### src/rtl/brn_pkg.sv
package brn_pkg;

    localparam int XLEN = 32;

    typedef enum logic [2:0] {
        BK_NONE    = 3'd0,
        BK_COND    = 3'd1,
        BK_JUMP    = 3'd2,
        BK_CALL_HI = 3'd3,
        BK_CALL_LO = 3'd4,
        BK_EXCH    = 3'd5
    } bkind_e;

    typedef enum logic [3:0] {
        CC_EQ = 4'd0,  CC_NE = 4'd1,  CC_CS = 4'd2,  CC_CC = 4'd3,
        CC_MI = 4'd4,  CC_PL = 4'd5,  CC_VS = 4'd6,  CC_VC = 4'd7,
        CC_HI = 4'd8,  CC_LS = 4'd9,  CC_GE = 4'd10, CC_LT = 4'd11,
        CC_GT = 4'd12, CC_LE = 4'd13
    } ccode_e;

    typedef struct packed {
        logic n;
        logic z;
        logic c;
        logic v;
    } flags_t;

    typedef struct packed {
        logic            pc_we;
        logic [XLEN-1:0] pc;
        logic            lr_we;
        logic [XLEN-1:0] lr;
        logic            st_we;
        logic            st;
    } bres_t;

    function automatic logic cond_holds(input logic [3:0] code, input flags_t f);
        logic r;
        case (code)
            CC_EQ:   r = f.z;
            CC_NE:   r = !f.z;
            CC_CS:   r = f.c;
            CC_CC:   r = !f.c;
            CC_MI:   r = f.n;
            CC_PL:   r = !f.n;
            CC_VS:   r = f.v;
            CC_VC:   r = !f.v;
            CC_HI:   r = f.c && !f.z;
            CC_LS:   r = !f.c || f.z;
            CC_GE:   r = (f.n == f.v);
            CC_LT:   r = (f.n != f.v);
            CC_GT:   r = !f.z && (f.n == f.v);
            CC_LE:   r = f.z || (f.n != f.v);
            default: r = 1'b0;
        endcase
        return r;
    endfunction

endpackage

### src/rtl/brn_cond.sv
module brn_cond
    import brn_pkg::*;
#(
    parameter int CODE_W = 4
) (
    input  logic [CODE_W-1:0] code,
    input  flags_t            fl,
    output logic              taken
);
    always_comb begin
        taken = cond_holds(code, fl);
    end
endmodule

### src/rtl/brn_target.sv
module brn_target
    import brn_pkg::*;
#(
    parameter int W          = 32,
    parameter int OP_W       = 16,
    parameter int SHORT_W    = 8,
    parameter int LONG_W     = 11,
    parameter int CALL_SHIFT = 12,
    parameter int IDX_LSB    = 3,
    parameter int IDX_W      = 4
) (
    input  logic [2:0]      kind,
    input  logic [OP_W-1:0] op,
    input  logic [W-1:0]    pc_in,
    input  logic [W-1:0]    lr_in,
    input  logic [W-1:0]    rv_in,
    input  logic            cond_ok,
    output bres_t           res
);
    localparam int SHORT_PAD = W - SHORT_W - 1;
    localparam int LONG_PAD  = W - LONG_W - 1;
    localparam int HI_PAD    = W - LONG_W - CALL_SHIFT;

    logic [W-1:0]     short_ofs, jump_ofs, hi_ofs, lo_ofs;
    logic [IDX_W-1:0] xidx;
    logic             from_pc;
    logic [W-1:0]     xsrc, xmis, xtgt;

    assign short_ofs = {{SHORT_PAD{op[SHORT_W-1]}}, op[SHORT_W-1:0], 1'b0};
    assign jump_ofs  = {{LONG_PAD{op[LONG_W-1]}}, op[LONG_W-1:0], 1'b0};
    assign hi_ofs    = {{HI_PAD{op[LONG_W-1]}}, op[LONG_W-1:0], {CALL_SHIFT{1'b0}}};
    assign lo_ofs    = {{LONG_PAD{1'b0}}, op[LONG_W-1:0], 1'b0};

    assign xidx    = op[IDX_LSB +: IDX_W];
    assign from_pc = (xidx == {IDX_W{1'b1}});
    assign xsrc    = from_pc ? pc_in : rv_in;
    assign xmis    = from_pc ? {{(W-2){1'b0}}, xsrc[1], 1'b0} : '0;
    assign xtgt    = {xsrc[W-1:1], 1'b0} - xmis;

    always_comb begin
        res       = '0;
        res.pc    = pc_in;
        res.lr    = lr_in;
        case (kind)
            BK_COND: begin
                res.pc_we = cond_ok;
                res.pc    = pc_in + short_ofs;
            end
            BK_JUMP: begin
                res.pc_we = 1'b1;
                res.pc    = pc_in + jump_ofs;
            end
            BK_CALL_HI: begin
                res.lr_we = 1'b1;
                res.lr    = pc_in + hi_ofs;
            end
            BK_CALL_LO: begin
                res.pc_we = 1'b1;
                res.pc    = lr_in + lo_ofs;
                res.lr_we = 1'b1;
                res.lr    = pc_in - W'(1);
            end
            BK_EXCH: begin
                res.pc_we = 1'b1;
                res.pc    = xtgt;
                res.st_we = 1'b1;
                res.st    = xsrc[0];
            end
            default: ;
        endcase
    end
endmodule

### src/rtl/brn_unit.sv
module brn_unit
    import brn_pkg::*;
#(
    parameter int W          = XLEN,
    parameter int OP_W       = 16,
    parameter int SHORT_W    = 8,
    parameter int LONG_W     = 11,
    parameter int CALL_SHIFT = 12,
    parameter int COND_LSB   = 8,
    parameter int CODE_W     = 4
) (
    input  logic            clk,
    input  logic            rst,
    input  logic [2:0]      kind,
    input  logic [OP_W-1:0] op,
    input  logic [W-1:0]    pc_in,
    input  logic [W-1:0]    lr_in,
    input  logic [W-1:0]    rv_in,
    input  logic [3:0]      flags,
    output logic [W-1:0]    pc_new,
    output logic            pc_we,
    output logic [W-1:0]    lr_new,
    output logic            lr_we,
    output logic            state
);
    logic  cond_ok;
    bres_t nxt;

    brn_cond #(.CODE_W(CODE_W)) u_cond (
        .code  (op[COND_LSB +: CODE_W]),
        .fl    (flags_t'(flags)),
        .taken (cond_ok)
    );

    brn_target #(
        .W(W), .OP_W(OP_W), .SHORT_W(SHORT_W), .LONG_W(LONG_W),
        .CALL_SHIFT(CALL_SHIFT), .IDX_LSB(3), .IDX_W(4)
    ) u_tgt (
        .kind    (kind),
        .op      (op),
        .pc_in   (pc_in),
        .lr_in   (lr_in),
        .rv_in   (rv_in),
        .cond_ok (cond_ok),
        .res     (nxt)
    );

    always_ff @(posedge clk) begin
        if (rst) begin
            pc_new <= '0;
            pc_we  <= 1'b0;
            lr_new <= '0;
            lr_we  <= 1'b0;
            state  <= 1'b1;
        end else begin
            pc_new <= nxt.pc;
            pc_we  <= nxt.pc_we;
            lr_new <= nxt.lr;
            lr_we  <= nxt.lr_we;
            if (nxt.st_we) state <= nxt.st;
        end
    end
endmodule

### config.mk
export PLATFORM = sky130hd
export DESIGN_NAME = brn_unit
export DESIGN_NICKNAME = d
export VERILOG_FILES = /design/src/rtl/brn_pkg.sv /design/src/rtl/brn_cond.sv /design/src/rtl/brn_target.sv /design/src/rtl/brn_unit.sv
export SDC_FILE = /design/constraint.sdc
export NUM_CORES = 1
export LEC_CHECK = 0
export ABC_AREA = 1
export BUFFER_PORTS_ARGS = -buffer_cell sky130_fd_sc_hd__buf_2
export CORE_MARGIN = 5
export CORE_UTILIZATION = 59
export DETAILED_ROUTE_END_ITERATION = 10
export MAX_ROUTING_LAYER = met4
export PLACE_DENSITY = 0.87
export SYNTH_ARGS = -nofsm -noshare
export SYNTH_HDL_FRONTEND = slang
export SYNTH_SLANG_ARGS = --single-unit
### constraint.sdc
create_clock -name clk -period 4.5 [get_ports clk]
set_clock_uncertainty 0.2 [all_clocks]
set_input_delay 0.675 -clock clk [delete_from_list [all_inputs] [get_ports clk]]
set_output_delay 0.675 -clock clk [all_outputs]
set_load 0.01 [all_outputs]
== Yosys cells after proc, flatten, opt, wreduce, memory -nomap -nowiden ==
Cells that the tools add are included.
Widths: inputs -> output; s select.

* Register bits after elaboration: 67
* Logic and storage cells: 47

* $add $sub $neg: 6
* Eq/ne operators: 21
* Muxes and demuxes: 6
* Reductions and logical operators: 9

{| class="wikitable"
|+ Operator list
! cell !! count
|-
| $pmux 33 s4 || 1
|-
| $add 32x32->32 || 3
|-
| $pmux 33 s2 || 1
|-
| $add 32x12->32 || 1
|-
| $mux 32 || 1
|-
| $sub 32x1->32 const B || 1
|-
| $sub 32x32->32 || 1
|-
| $eq 4x4->1 const B || 7
|-
| $eq 4x3->1 const B || 4
|-
| $pmux 1 s14 || 1
|-
| $eq 4x2->1 const B || 2
|-
| $eq 3x2->1 const B || 2
|-
| $eq 3x3->1 const B || 2
|-
| $eq 4x1->1 const B || 1
|-
| $logic_not 1->1 || 4
|-
| $logic_not 4->1 || 1
|-
| $mux 2 || 2
|-
| $eq 3x1->1 const B || 1
|-
| $logic_and 1x1->1 || 2
|-
| $logic_or 1x1->1 || 2
|-
| $eq 1x1->1 || 1
|-
| $ne 1x1->1 || 1
|}

== Logic depth before layout (Yosys ltp) ==
Gate-level depths: netlist of run 1.

* Depth after elaboration: 5
* Depth in mapped cells: 19
* Gate-level depth less buffers: 19

== Modules after synthesis ==
A second synthesis of run 1 with hierarchy kept.

* Cells, all modules: 1771
* Area, all modules: 9477.8 µm²

{| class="wikitable"
|+ By module, submodules not included
! module !! instances !! cells an instance !! area an instance (µm²) !! sequential area each (µm²)
|-
| brn_target || 1 || 1510 || 7368.3 || 0.0
|-
| brn_unit || 1 || 211 || 1913.1 || 1341.3
|-
| brn_cond || 1 || 50 || 196.4 || 0.0
|}

== Worst setup path after synthesis of run 1 ==
OpenSTA, ideal clock, no wires.

* Path kind: input to register
* Start: in kind[2]
* End: reg pc_new[27]
* Library setup time: 0.117 ns
* Arrival time: 2.727 ns
* Data required time: 4.183 ns
* Path slack: 1.456 ns
* Stages on the path: 17
* Buffers on the path: 0
* Cells stage by stage: inv_1 > nand3_4 > o21ai_1 > inv_1 > ha_1 > nand2_1 > inv_1 > nand2_1 > nor3_1 > and2_1 > nand2_1 > nand2_1 > nand2_1 > nand2_1 > nor2_1 > nor2_1 > nor2_1

* Longest elaborated chain between the ends: 2
* Elaborated cells on any way between the ends: 5
* Those cells by class: eq/ne: 4; mux: 1

{| class="wikitable"
|+ RTL lines
! item !! RTL line !! RTL
|-
| from (decl) || brn_unit.sv:14 || <nowiki>input logic [2:0] kind,</nowiki>
|-
| $eq 3x3->1, or another cell as far along || brn_target.sv:44 || <nowiki>case (kind)</nowiki>
|-
| $pmux 33 s4 (*) || brn_target.sv:44 ||
|-
| to (signal assigned) || brn_unit.sv:56 || <nowiki>pc_new <= nxt.pc;</nowiki>
|-
| to (decl) || brn_unit.sv:20 || <nowiki>output logic [W-1:0] pc_new,</nowiki>
|}

Mark *: on every way between the ends. The rest lies on a longest branch, timed or not.
A chain may end at the register's enable or synchronous reset.

== Final worst setup path of run 1 ==
* Start: in kind[2]
* End: reg pc_new[19]

Same word-level chain as after synthesis.

==> flow_summary.yaml, run 1 <==
status:
  status: "completed"
sta:
  rsz0062_at_grt: "false"
  drv_slew: 0
  max_freq_ghz: 0.263
  tightestPinTransition_ns: 0.826
  setup_viol: 0
  hold_viol: 0
  layout_worst_path_cycle_share_pct: 84.5
  final.setup.tns_ns: 0
  relSlewSlack_pct: 44.9
  fin_crit_ns: 3.80
  setup_ws_ns: 0.697
synthesis:
  syn_avg_cell_area_sq_um: 5.38
  async_flop_share_pct: 0
  synth_area_leaders: "nand2_1 (21%), dfxtp_1 (14%), inv_1 (11%), nand3_1 (9.3%), ha_1 (8.4%)"
  synth-edff-count: 0
  ys_types: 45
  synth_top_area_share_pct: 21.3
  synth_seq_cells: 67
  yosysSeqAreaShare_pct: 14.5
  ys_warn_count: 0
  netlist_instances: 1725
  synth_top_area_cell: "nand2_1"
  ys.flop_type: "dfxtp_1"
  syn-cell-area_sq_mm: 0.00928
  synth_nets: 1911
layout:
  nets: 2077
  diodes: 0
  drive_above_1_share_pct: 13.7
  area_growth_pct: 14.4
  final_area_sq_mm: 0.0106
placed_design:
  dp_worst_setup_slack_ns: 0.494
  portBuffers: 183
  dp_hpwl_mm: 31.0
  place_area_sq_mm: 0.0103
  finalWeightedCongestion: 1.12
floorplan:
  start_util_pct: 60.6
  io_pins: 188
  coreArea_sq_mm: 0.0153
  die_h_um: 135
  rows: 45
  die_w_um: 135
  die_area_sq_mm: 0.0183
grt:
  grt_use_total_pct: 42.0
  overflow: 0
  grt_max_degree: 49
  grt_pass1_vias: 10900
  antenna_found_initial: 0
  grt_pass1_wl_mm: 58.2
critical_path:
  critPathLaunchType: "input port"
  crit_start: "kind[2]"
  endpoint: "pc_new[19]"
  r2r.worst_path.cells: 2
  r2r_end: "state"
  path_max_fanout: 21
  reg2reg_slack_ns: 3.65
  r2r_start: "state"
  path_class: "input port to flip-flop"
  cp-end-kind: "flip-flop"
  crit_arrival_ns: 3.88
  required_ns: 4.57
power_and_ir_drop:
  ir_worst_vdd_mv: 0.305
  leakagePower_nw: 5.86
  pwr_density_cell_mw_per_mm2: 234
detailed_routing:
  first_pass_iters: 7
  postRouteAntennaNets: 0
  drt-initial-drc-count: 1673
  via_per_inst: 5.92
  drc_errors: 0
  routed-via-count: 12500
  wl_mm: 38.8
  avgRoutedWirePerCell_um: 18.4
clock_network:
  tritoncts: "built"
  cts_sinks: 67
  clk-insertion-delay-late_ns: 0.35
  cts_buffer_depth: 2
  cts_setup_buffers: 0
  cts_buffers: 9
  cts_resized: 0
  clk_pin_slew_ns: 0.06
  cts_root_buf: "clkbuf_16"
  htreeDepth: 3
  cts_hold_buffers: 0
run:
  maxCapViolations: 0
worst_hold_path:
  hold_class: "flip-flop to flip-flop"
[placed cells by master, fill, tap and decap left out, types with 9 or more instances in the layout]
cell type / count
a21oi_1: 104
a31oi_1: 20
buf_2: 183
clkbuf_16: 9
dfxtp_1: 67
ha_1: 62
inv_1: 265
inv_2: 10
nand2_1: 526
nand3_1: 172
nand3b_1: 14
nand4_1: 22
nor2_1: 196
nor2_2: 10
nor3_1: 16
o211ai_1: 9
o21ai_0: 110
o21ai_1: 11
or2_2: 12
[cells by family (layout without fill, tap and decap cells)]
logic type	Yosys count	in the layout	synth area share, %
AND/OR/NAND/NOR	998	998	46.4
buffers and inverters	309	480	13.1
adder cells (fa/ha/maj)	65	65	9.01
XOR/XNOR	6	6	0.567
AO/OA/AOI/OAI	280	280	16.5
flip-flops	67	67	14.5
[flip-flops by register name, summed over array words and instances, names as in the netlist]
| register | cells |
|---|---|
| pc_new | 32 |
| pc_we | 1 |
| state | 1 |
| lr_new | 32 |
| lr_we | 1 |
[worst max-delay path: stages]
cell	delay, ns
buf_2	0.11
inv_1	0.14
nand3_4	0.15
o21ai_1	0.27
inv_1	0.41
ha_1	0.54
nand2_1	0.08
inv_1	0.10
nand2_1	0.11
nor3_1	0.44
o21ai_0	0.22
nand4_1	0.11
nand2_1	0.05
nor2_1	0.20
nor2_1	0.08
nor2_1	0.15
[worst min-delay path by stage]
stage               start     to  slack [ns]  cells after the start
CTS                 state  state        0.28                      2
detailed placement  state  state        0.27                      2
global placement    state  state        0.27                      2
finish              state  state        0.28                      2
global route        state  state        0.34                      2
floorplan           state  state        0.31                      2
[area by class of cell]
cell class	instances	area, sq um
multi-input combinational	1349	6720
fill	1517	4710
sequential	67	1340
inverter	277	1040
timing repair buffer	187	946
tap	211	264
clock buffer	11	243
clock inverter	5	52.6
[Yosys cell counts (all sizes together) (4+ instances only)]
cell and n:
a21o 6, a21oi 104, a31oi 20, and2 5, buf 19, clkbuf 13
dfxtp 67, ha 62, inv 277, nand2 534, nand3 175, nand3b 14
nand4 22, nor2 214, nor3 18, o211ai 9, o21a 4, o21ai 121
o21bai 6, or2 13
[layer usage]
layer  share of wire (%)  track usage [%]  routed length [um]  vias up
met3                  13             7.47                5220      199
li1                    -                -                   -     5907
met1                  38             54.3               14900     5403
met5                   0                -                   0        -
met2                  41             61.5               15800      967
met4                 7.4             24.5                2870        0
[report_power, final]
group          internal (mW)  switching (mW)  total (mW)
registers              0.645          0.0133       0.658
clock network          0.441           0.287       0.728
logic                  0.349           0.752        1.10
total                   1.43            1.05        2.49
[metrics by stage]
stage / power (mW) / cells / hold slack [ns] / utilization [%]
2_1_floorplan: 1.36 / 1725 / 0.314 / -
3_5_place_dp: 1.72 / 2091 / 0.266 / 67.3
4_1_cts: 2.45 / 2107 / 0.280 / 69.3
6_report: 2.49 / 2107 / 0.279 / 69.3
5_1_grt: 2.62 / 2107 / 0.336 / 69.3
3_3_place_gp: 1.70 / 2091 / 0.266 / 67.3
No activity file was read; power rests on OpenSTA's default activity.
==> run 2, diff against run 1 <==
--- a/config.mk
+++ b/config.mk
@@ -8,10 +8,10 @@
 export ABC_AREA = 1
 export BUFFER_PORTS_ARGS = -buffer_cell sky130_fd_sc_hd__buf_2
 export CORE_MARGIN = 5
-export CORE_UTILIZATION = 59
+export CORE_UTILIZATION = 58
 export DETAILED_ROUTE_END_ITERATION = 10
 export MAX_ROUTING_LAYER = met4
-export PLACE_DENSITY = 0.87
+export PLACE_DENSITY = 0.86
 export SYNTH_ARGS = -nofsm -noshare
 export SYNTH_HDL_FRONTEND = slang
 export SYNTH_SLANG_ARGS = --single-unit
==> constraint.sdc (replaced) <==
create_clock -name clk -period 3.9 [get_ports clk]
set_clock_uncertainty 0.2 [all_clocks]
set_input_delay 0.585 -clock clk [delete_from_list [all_inputs] [get_ports clk]]
set_output_delay 0.585 -clock clk [all_outputs]
set_load 0.01 [all_outputs]
==> run 2 against run 1 <==
- clock-buffer cell count rose by 1
- total power rose by 15%
- hold slack improved by 0.023 ns
- utilization fell by 1.8 points
- cell count rose by 0.52%
- worst setup slack got worse by 0.30 ns
- die area rose by 1.6%
==> flow_summary.yaml, run 2 (synthesis results as in run 1) <==
grt:
  antenna_found_initial: 0
  grt_use_total_pct: 42.8
  overflow: 0
  grt_pass1_wl_mm: 59.1
  grt_pass1_vias: 10900
  grt_max_degree: 49
critical_path:
  path_max_fanout: 17
  path_class: "input port to flip-flop"
  reg2reg_slack_ns: 3.04
  cp-end-kind: "flip-flop"
  crit_arrival_ns: 3.59
  r2r_end: "state"
  r2r_start: "state"
  required_ns: 3.98
  r2r.worst_path.cells: 2
  critPathLaunchType: "input port"
sta:
  max_freq_ghz: 0.285
  tightestPinTransition_ns: 0.774
  hold_viol: 0
  setup_viol: 0
  drv_slew: 0
  relSlewSlack_pct: 48.4
  layout_worst_path_cycle_share_pct: 89.8
  holdWs_ns: 0.303
  fin_crit_ns: 3.50
  rsz0062_at_grt: "false"
  final.setup.tns_ns: 0
layout:
  nets: 2083
  final_common_cell: "nand2_1"
  reg.largest.list: "lr_new x32, pc_new x32"
  fill_cells: 1571
  drive_above_1_share_pct: 13.9
  area_growth_pct: 14.8
  diodes: 0
  layout_common_cells: "nand2_1 (526), inv_1 (265), nor2_1 (196)"
run:
  maxCapViolations: 0
clock_network:
  cts_resized: 0
  clk-insertion-delay-late_ns: 0.35
  clk_pin_slew_ns: 0.06
  cts_hold_buffers: 0
  tritoncts: "built"
  cts_buffers: 9
  cts_root_buf: "clkbuf_16"
  cts_setup_buffers: 0
  htreeDepth: 3
  cts_buffer_depth: 2
  cts_sinks: 67
power_and_ir_drop:
  leakagePower_nw: 5.88
  ir_worst_vdd_mv: 0.208
  pwr_density_cell_mw_per_mm2: 268
status:
  status: "completed"
placed_design:
  finalWeightedCongestion: 1.07
  dp_hpwl_mm: 32.1
  portBuffers: 183
floorplan:
  rows: 46
  die_h_um: 136
  start_util_pct: 58.8
  coreArea_sq_mm: 0.0158
  die_w_um: 136
  io_pins: 188
  die_area_sq_mm: 0.0186
detailed_routing:
  drt-initial-drc-count: 1558
  routed-via-count: 12400
  wl_mm: 39.3
  via_per_inst: 5.85
  first_pass_iters: 8
  avgRoutedWirePerCell_um: 18.6
  postRouteAntennaNets: 0
  drc_errors: 0
worst_hold_path:
  holdPathStages: 3
  hold_class: "input port to flip-flop"
  hold_end: "lr_new[0]"
  worstHoldStart: "lr_in[0]"
==> run 2: changes by cell type in the layout (fill, tap and decap cells not counted), sizes merged <==
cell      before  now
bufinv         1    0
clkbuf        11   12
clkinv         3    2
buf          187  193
clkinvlp       1    2
==> run 2: metrics by stage <==
step / utilization (%) / worst slack [ns] / cell area (sq um) / instances / power [mW]
floorplan: - / 0.946 / 9280 / 1725 / 1.56
global placement: 65.7 / 0.316 / 10400 / 2102 / 1.99
detailed placement: 65.7 / 0.217 / 10400 / 2102 / 2.01
CTS: 67.5 / 0.556 / 10600 / 2118 / 2.80
global route: 67.5 / 0.271 / 10600 / 2118 / 3.00
finish: 67.5 / 0.397 / 10600 / 2118 / 2.85
==> run 2: worst max-delay path by stage <==
stage            start          to  slack, ns
2_1_floorplan  kind[2]  pc_new[27]       0.95
3_3_place_gp   kind[2]  pc_new[30]       0.32
3_5_place_dp   kind[2]  pc_new[30]       0.22
4_1_cts        kind[2]  pc_new[30]       0.56
5_1_grt        kind[2]  pc_new[30]       0.27
6_report       kind[2]  pc_new[30]       0.40
==> run 2: worst max-delay path: stages <==
cell and delay [ns]:
buf_2 0.11, inv_1 0.16, nand3_4 0.16, nand2_1 0.12, o21ai_1 0.11, inv_1 0.49, ha_1 0.40, nand2_1 0.23
inv_1 0.06, nand2_1 0.07, nand2_1 0.13, nand2_1 0.10, nand3_1 0.16, a21oi_1 0.28, nand2_1 0.08, nand2_1 0.06
nand3_1 0.09, a21oi_1 0.17
==> run 2: power by group <==
group	internal (mW)	switching (mW)	total, mW	leakage [nW]
Sequential	0.743	0.0144	0.758	0.557
Clock	0.463	0.336	0.799	0.135
Combinational	0.407	0.884	1.29	5.18
==> run 2: cell type report <==
| cell class | count | area [sq um] | share of cell area (%) |
|---|---|---|---|
| Clock buffer | 12 | 256 | 2.41 |
| Multi-Input combinational cell | 1349 | 6720 | 63.1 |
| Tap cell | 216 | 270 | 2.54 |
| Inverter | 277 | 1040 | 9.81 |
| Clock inverter | 4 | 25.0 | 0.235 |
| Timing Repair Buffer | 193 | 991 | 9.31 |
| Sequential cell | 67 | 1340 | 12.6 |
==> run 2: layer usage <==
metal	global-route usage [%]	wire length, um	vias up	share of wire [%]
met4	27.6	2950	0	7.5
met3	8.77	5450	181	14
met5	-	0	-	0
met2	59.6	15800	904	40
li1	-	-	5918	-
met1	55.8	15100	5392	39
